[src/rtl/pdiv_pkg.sv]
package pdiv_pkg;

    typedef enum logic [1:0] {
        MODE_DIRECT = 2'b00,
        MODE_FIX8K  = 2'b01,
        MODE_PROG   = 2'b10,
        MODE_ALT    = 2'b11
    } mode_e;

    typedef enum logic [1:0] {
        ST_LOAD  = 2'd0,
        ST_COUNT = 2'd1,
        ST_FAULT = 2'd2
    } seq_state_e;

    localparam int RATIO_W = 15;

    // Ratio to 8 kHz for each nominal code; zero marks no legal ratio.
    function automatic logic [RATIO_W-1:0] ratio_to_8k(input logic [3:0] code,
                                                       input logic       sel_1544);
        logic [RATIO_W-1:0] r;
        unique case (code)
            4'd0:    r = 15'd1;
            4'd1:    r = sel_1544 ? 15'd193 : 15'd256;
            4'd2:    r = 15'd810;
            4'd3:    r = 15'd2430;
            4'd4:    r = 15'd3240;
            4'd5:    r = 15'd4860;
            4'd6:    r = 15'd6480;
            4'd7:    r = 15'd9720;
            4'd8:    r = 15'd19440;
            4'd9:    r = 15'd1;
            4'd10:   r = 15'd1;
            4'd11:   r = 15'd789;
            4'd12:   r = 15'd625;
            default: r = '0;
        endcase
        return r;
    endfunction

    // Alternate direct decode; zero marks an undefined code.
    function automatic logic [2:0] ratio_alt(input logic [3:0] code);
        logic [2:0] r;
        unique case (code)
            4'd0:    r = 3'd2;
            4'd1:    r = 3'd5;
            4'd2:    r = 3'd2;
            4'd3:    r = 3'd4;
            default: r = '0;
        endcase
        return r;
    endfunction

endpackage

[src/rtl/pdiv_decode.sv]
module pdiv_decode
    import pdiv_pkg::*;
#(
    parameter int DIV_W = 16,
    parameter int CNT_W = 17
) (
    input  logic [1:0]       mode_i,
    input  logic [3:0]       code_i,
    input  logic             sel_1544_i,
    input  logic [DIV_W-1:0] div_n_i,
    output logic [CNT_W-1:0] ratio_o,
    output logic             bad_o
);
    mode_e              mode;
    logic               std_undef;
    logic [RATIO_W-1:0] r8k;
    logic [2:0]         ralt;

    assign mode      = mode_e'(mode_i);
    assign std_undef = (code_i >= 4'd14);
    assign r8k       = ratio_to_8k(code_i, sel_1544_i);
    assign ralt      = ratio_alt(code_i);

    always_comb begin
        ratio_o = CNT_W'(1);
        bad_o   = 1'b0;
        unique case (mode)
            MODE_DIRECT: begin
                bad_o = std_undef;
            end
            MODE_FIX8K: begin
                bad_o = (r8k == '0);
                if (!bad_o) ratio_o = CNT_W'(r8k);
            end
            MODE_PROG: begin
                bad_o   = std_undef;
                ratio_o = CNT_W'(div_n_i) + CNT_W'(1);
            end
            MODE_ALT: begin
                bad_o = (ralt == '0);
                if (!bad_o) ratio_o = CNT_W'(ralt);
            end
            default: begin
                bad_o = 1'b1;
            end
        endcase
    end
endmodule

[src/rtl/pdiv_cfg_track.sv]
module pdiv_cfg_track #(
    parameter int CFG_W = 23
) (
    input  logic             clk,
    input  logic             rst_n,
    input  logic [CFG_W-1:0] cfg_i,
    output logic [CFG_W-1:0] cfg_q,
    output logic             changed_o
);
    assign changed_o = (cfg_i != cfg_q);

    always_ff @(posedge clk or negedge rst_n) begin
        if (!rst_n) cfg_q <= '0;
        else        cfg_q <= cfg_i;
    end
endmodule

[src/rtl/pdiv_seq.sv]
module pdiv_seq
    import pdiv_pkg::*;
#(
    parameter int CNT_W = 17
) (
    input  logic             clk,
    input  logic             rst_n,
    input  logic             changed_i,
    input  logic             bad_i,
    input  logic [CNT_W-1:0] ratio_i,
    output logic             pulse_o
);
    seq_state_e       state, state_nx;
    logic [CNT_W-1:0] cnt;
    logic             at_term;

    assign at_term = (cnt == ratio_i - CNT_W'(1));

    // Transitions: restart -> LOAD, reject -> FAULT, settle -> COUNT.
    always_comb begin
        state_nx = state;
        unique case (state)
            ST_LOAD, ST_COUNT, ST_FAULT: begin
                if (changed_i)  state_nx = ST_LOAD;
                else if (bad_i) state_nx = ST_FAULT;
                else            state_nx = ST_COUNT;
            end
            default: state_nx = ST_LOAD;
        endcase
    end

    always_ff @(posedge clk or negedge rst_n) begin
        if (!rst_n) state <= ST_LOAD;
        else        state <= state_nx;
    end

    always_ff @(posedge clk or negedge rst_n) begin
        if (!rst_n) begin
            cnt     <= '0;
            pulse_o <= 1'b0;
        end else begin
            unique case (state_nx)
                ST_COUNT: begin
                    pulse_o <= at_term;
                    cnt     <= at_term ? '0 : cnt + CNT_W'(1);
                end
                ST_LOAD, ST_FAULT: begin
                    pulse_o <= 1'b0;
                    cnt     <= '0;
                end
                default: begin
                    pulse_o <= 1'b0;
                    cnt     <= '0;
                end
            endcase
        end
    end
endmodule

[src/rtl/refclk_prediv.sv]
module refclk_prediv
    import pdiv_pkg::*;
#(
    parameter int DIV_W = 16
) (
    input  logic             clk,
    input  logic             rst_n,
    input  logic             cfg_prog,
    input  logic             cfg_fix8k,
    input  logic [3:0]       cfg_code,
    input  logic             rate_sel,
    input  logic [DIV_W-1:0] div_n,
    output logic             clk_en,
    output logic             cfg_invalid
);
    localparam int CNT_W = (DIV_W + 1 > RATIO_W) ? DIV_W + 1 : RATIO_W;
    localparam int CFG_W = DIV_W + 7;

    logic [CFG_W-1:0] cfg_in, cfg_hold;
    logic             changed;
    logic [CNT_W-1:0] ratio;
    logic             bad;

    assign cfg_in = {cfg_prog, cfg_fix8k, cfg_code, rate_sel, div_n};

    pdiv_cfg_track #(.CFG_W(CFG_W)) u_track (
        .clk       (clk),
        .rst_n     (rst_n),
        .cfg_i     (cfg_in),
        .cfg_q     (cfg_hold),
        .changed_o (changed)
    );

    pdiv_decode #(.DIV_W(DIV_W), .CNT_W(CNT_W)) u_decode (
        .mode_i     (cfg_hold[CFG_W-1 -: 2]),
        .code_i     (cfg_hold[DIV_W+1 +: 4]),
        .sel_1544_i (cfg_hold[DIV_W]),
        .div_n_i    (cfg_hold[DIV_W-1:0]),
        .ratio_o    (ratio),
        .bad_o      (bad)
    );

    pdiv_seq #(.CNT_W(CNT_W)) u_seq (
        .clk       (clk),
        .rst_n     (rst_n),
        .changed_i (changed),
        .bad_i     (bad),
        .ratio_i   (ratio),
        .pulse_o   (clk_en)
    );

    assign cfg_invalid = bad;
endmodule

[config.mk]
export PLATFORM = sky130hd
export DESIGN_NAME = refclk_prediv
export DESIGN_NICKNAME = d
export VERILOG_FILES = /design/src/rtl/pdiv_pkg.sv /design/src/rtl/pdiv_decode.sv /design/src/rtl/pdiv_cfg_track.sv /design/src/rtl/pdiv_seq.sv /design/src/rtl/refclk_prediv.sv
export SDC_FILE = /design/constraint.sdc
export NUM_CORES = 1
export LEC_CHECK = 0
export BUFFER_PORTS_ARGS = -buffer_cell sky130_fd_sc_hd__buf_2
export CAP_MARGIN = 25
export CORE_ASPECT_RATIO = 0.5
export CORE_MARGIN = 2
export CORE_UTILIZATION = 35
export CTS_CLUSTER_SIZE = 30
export DETAILED_ROUTE_END_ITERATION = 10
export GPL_ROUTABILITY_DRIVEN = 0
export GPL_TIMING_DRIVEN = 0
export PLACE_DENSITY_LB_ADDON = 0.3
export SLEW_MARGIN = 10
export SYNTH_ARGS = -nofsm -noshare
export SYNTH_HDL_FRONTEND = slang
export SYNTH_SLANG_ARGS = --single-unit
[constraint.sdc]
create_clock -name clk -period 3.9 [get_ports clk]
set_input_delay 0.195 -clock clk [delete_from_list [all_inputs] [get_ports clk]]
set_output_delay 0.195 -clock clk [all_outputs]
set_load 0.05 [all_outputs]
==> qor.txt <==
============================================================================
Top cell type by total area after synthesis                          dfrtp_1
Net count after synthesis                                                404
Number of synthesized register bits                                       43
Die height                                                           76.3 um
Slew @ Worst Pin                                                    0.607 ns
Capturing element type of the critical path                         register
Number of buffers added by the clock tree synthesis step                   5
Proportion of power drawn by flip-flops and latches                    0.403
Min-delay src                                                       div_n[6]
Largest buffer count on any clock path                                     2
Final Total Pwr                                                      1.18 mW
Gate power share                                                       0.254
Final count of pins violating max slew                                     0
Synth area leaders                                              dfrtp_1, xnor2_1, xor2_1, a211oi_2, buf_6
Share of post-route cells with drive strength above 1                  0.255
Layout fillers                                                          1025
Switching component of the power                                    0.355 mW
Primary FF master, synth                                             dfrtp_1
YS warnings                                                                0
Power density relative to cell area                              282 nW/um^2
Post-synth design cell area                                       3660 sq um
Net count of the finished layout                                         443
Ys async rst share                                                      1.00
Setup crit start kind                                               register
Biggest fanout along the worst timing path                                10
Int Pwr                                                             0.821 mW
Classification of the worst setup path                               reg2reg
Total placed instance area                                        3970 sq um
Highest clock rate                                                   269 MHz
H-tree level count                                                         2
Sequential element share of the synthesized area                       0.294
Leakage power total                                                  1.58 nW
Peak supply drop                                                  0.000144 V
Switching power share of the total                                     0.302
Worst EP arrival                                                     3.85 ns
Antenna diode count                                                        0
Area of the core                                                 10200 sq um
Std cell rows                                                             26
Maximum Capacitance Violations                                             0
Pin count of the biggest net entering global routing                      44
CTS tree                                                               built
Required time worst endpoint                                         4.04 ns
1st-iter DRT viols                                                       171
Detailed Route WL                                                    9170 um
Tot GR Track Use                                                       0.171
Initial cell density of the core                                       0.360
Clk sinks                                                                 43
Run status                                                         completed
Input/output buffers                                                      26
Period Utilization, post-route                                         0.952
Worst-Skew Late Latency                                              0.29 ns
Seq. cell area                                                    1080 sq um
Instance count of the mapped netlist                                     376
Beginning of the critical path                                  u_track.cfg_q[17]$_DFF_PN0_
Clock-pin transition on the worst setup and hold timing paths        0.06 ns
Root cell of the clock tree                                        clkbuf_16
Wire length of the first global-routing pass                        15300 um
HPWL reported at the end of detailed placement                       7190 um
Commonest cells in the netlist                                  xnor2_1, dfrtp_1, xor2_1
Synth top area share                                                   0.294
GRT overflow                                                               0
Total number of vias                                                    2955
Layout Utilization                                                     0.409
Mean cell area of the mapped netlist                              9.74 sq um
Initial antenna violation count                                            0
Detailed-route DRC error count                                             0
Most used standard cell by instance count after synthesis            xnor2_1
EDFF count, synth                                                          0
Count of pins on the block boundary                                       27
Horizontal die dimension                                              149 um
Footprint of the multi-input gates                                2350 sq um
RR Startpoint                                                   u_track.cfg_q[17]$_DFF_PN0_
Part of the total power dissipated in the clock network                0.342
Detailed-router iteration count before antenna repair                      4
Worst clock skew                                                  0.00787 ns
Number of hold-slack violations in the final timing report                 0
Shortest clock period the worst path allows after layout             3.71 ns
Setup TNS after final layout                                            0 ns
Class of the most critical hold timing path                           in2reg
# setup viols final                                                        0
Via count of the first global-routing pass                              2829
Die Footprint                                                    11300 sq um
Post-DR wirelength/cell                                              16.5 um
Routed via count divided by cell count                                  5.31
Tightest slew margin relative to the limit                             0.592
Post-route ant nets                                                        0
Post-synth cell types                                                     90
Post-route design area                                            4170 sq um
Synthesis-to-finish area growth                                        13.8%
============================================================================
[sequential cells by signal, summed over array words and instances, names as in the netlist]
register,flops
u_track.cfg_q,23
u_seq.cnt,17
u_seq.state,2
u_seq.pulse_o,1
[layer usage]
layer / vias up / global-route usage / routed length (um)
li1: 1469 / - / -
met1: 1427 / 0.260 / 4710
met2: 53 / 0.253 / 4010
met3: 6 / 0.0329 / 379
met4: 0 / 0.0352 / 70
met5: - / 0 / 0
[power by group through the flow]
stage / Combinational, mW / Sequential (mW) / Clock [mW]
after CTS: 0.293 / 0.474 / 0.413
after floorplan: 0.215 / 0.478 / 0
final: 0.299 / 0.475 / 0.403
after detailed placement: 0.291 / 0.483 / 0
after global routing: 0.328 / 0.476 / 0.437
after global placement: 0.289 / 0.482 / 0
[critical path, cell delays in order, from the launching register on]
cell and delay, ns:
dfrtp_1 0.41, buf_4 0.18, nor2b_2 0.25, a21oi_1 0.10, a32o_1 0.24, o21ai_4 0.24
inv_1 0.07, ha_1 0.23, and4_1 0.21, and2_4 0.17, buf_6 0.12, xnor2_1 0.13
o32ai_2 0.29, a221oi_4 0.12, a211oi_4 0.47, buf_6 0.24, a211oi_2 0.08
[path summary, 6_finish.rpt]
check	end	slack (ns)	cells after the start
worst max-delay path	u_seq.cnt[10]$_DFF_PN0_	0.19	16
worst min-delay path	u_track.cfg_q[6]$_DFF_PN0_	0.04	1
worst max register to register	u_seq.cnt[10]$_DFF_PN0_	0.19	16
worst min register to register	u_seq.cnt[0]$_DFF_PN0_	0.55	1
max in group asynchronous	u_track.cfg_q[19]$_DFF_PN0_	3.06	3
min in group asynchronous	u_seq.cnt[2]$_DFF_PN0_	0.36	2
[timing repair]
action / in CTS / in global routing
endpoints found under the setup margin: 10 / 18
resized for setup: 1 / 0
pin swaps: 1 / 2
hold buffers: 0 / 1
endpoints found under the hold margin: 0 / 13
buffers inserted: 1 / 3
[stage by stage]
step | hold WS (ns) | cells | worst slack, ns
2_1_floorplan | -0.101 | 376 | 0.470
3_3_place_gp | 0.327 | 542 | -0.126
3_5_place_dp | 0.332 | 542 | -0.134
4_1_cts | 0.0350 | 551 | 0.0646
5_1_grt | 0.0268 | 556 | -0.00257
6_report | 0.0351 | 556 | 0.188
[layout make-up]
cell class	instances	area share
timing repair buffer	32	0.0456
multi-input combinational	301	0.564
clock buffer	7	0.0318
inverter	7	0.00630
buffer	25	0.0510
sequential	43	0.258
clock inverter	1	0.00120
tap	140	0.0420
[placed cells by master, fill, tap and decap left out, drive strengths merged, types with 15 or more instances in the layout]
master,count
a211oi,21
buf,49
dfrtp,43
nand2,20
nand3,21
nand4,15
nor2,17
xnor2,45
xor2,24
[logic make-up (layout without fill, tap and decap cells)]
| logic type | count (synthesis) | after routing | synth area share |
|---|---|---|---|
| simple gates | 147 | 147 | 0.255 |
| compound gates | 81 | 81 | 0.206 |
| xor+xnor | 69 | 69 | 0.167 |
| flops | 43 | 43 | 0.294 |
| buf+inv | 32 | 72 | 0.0653 |
| fa+ha+maj | 3 | 3 | 0.0103 |
| mux | 1 | 1 | 0.00273 |
Power figures use the tool's default switching activity.
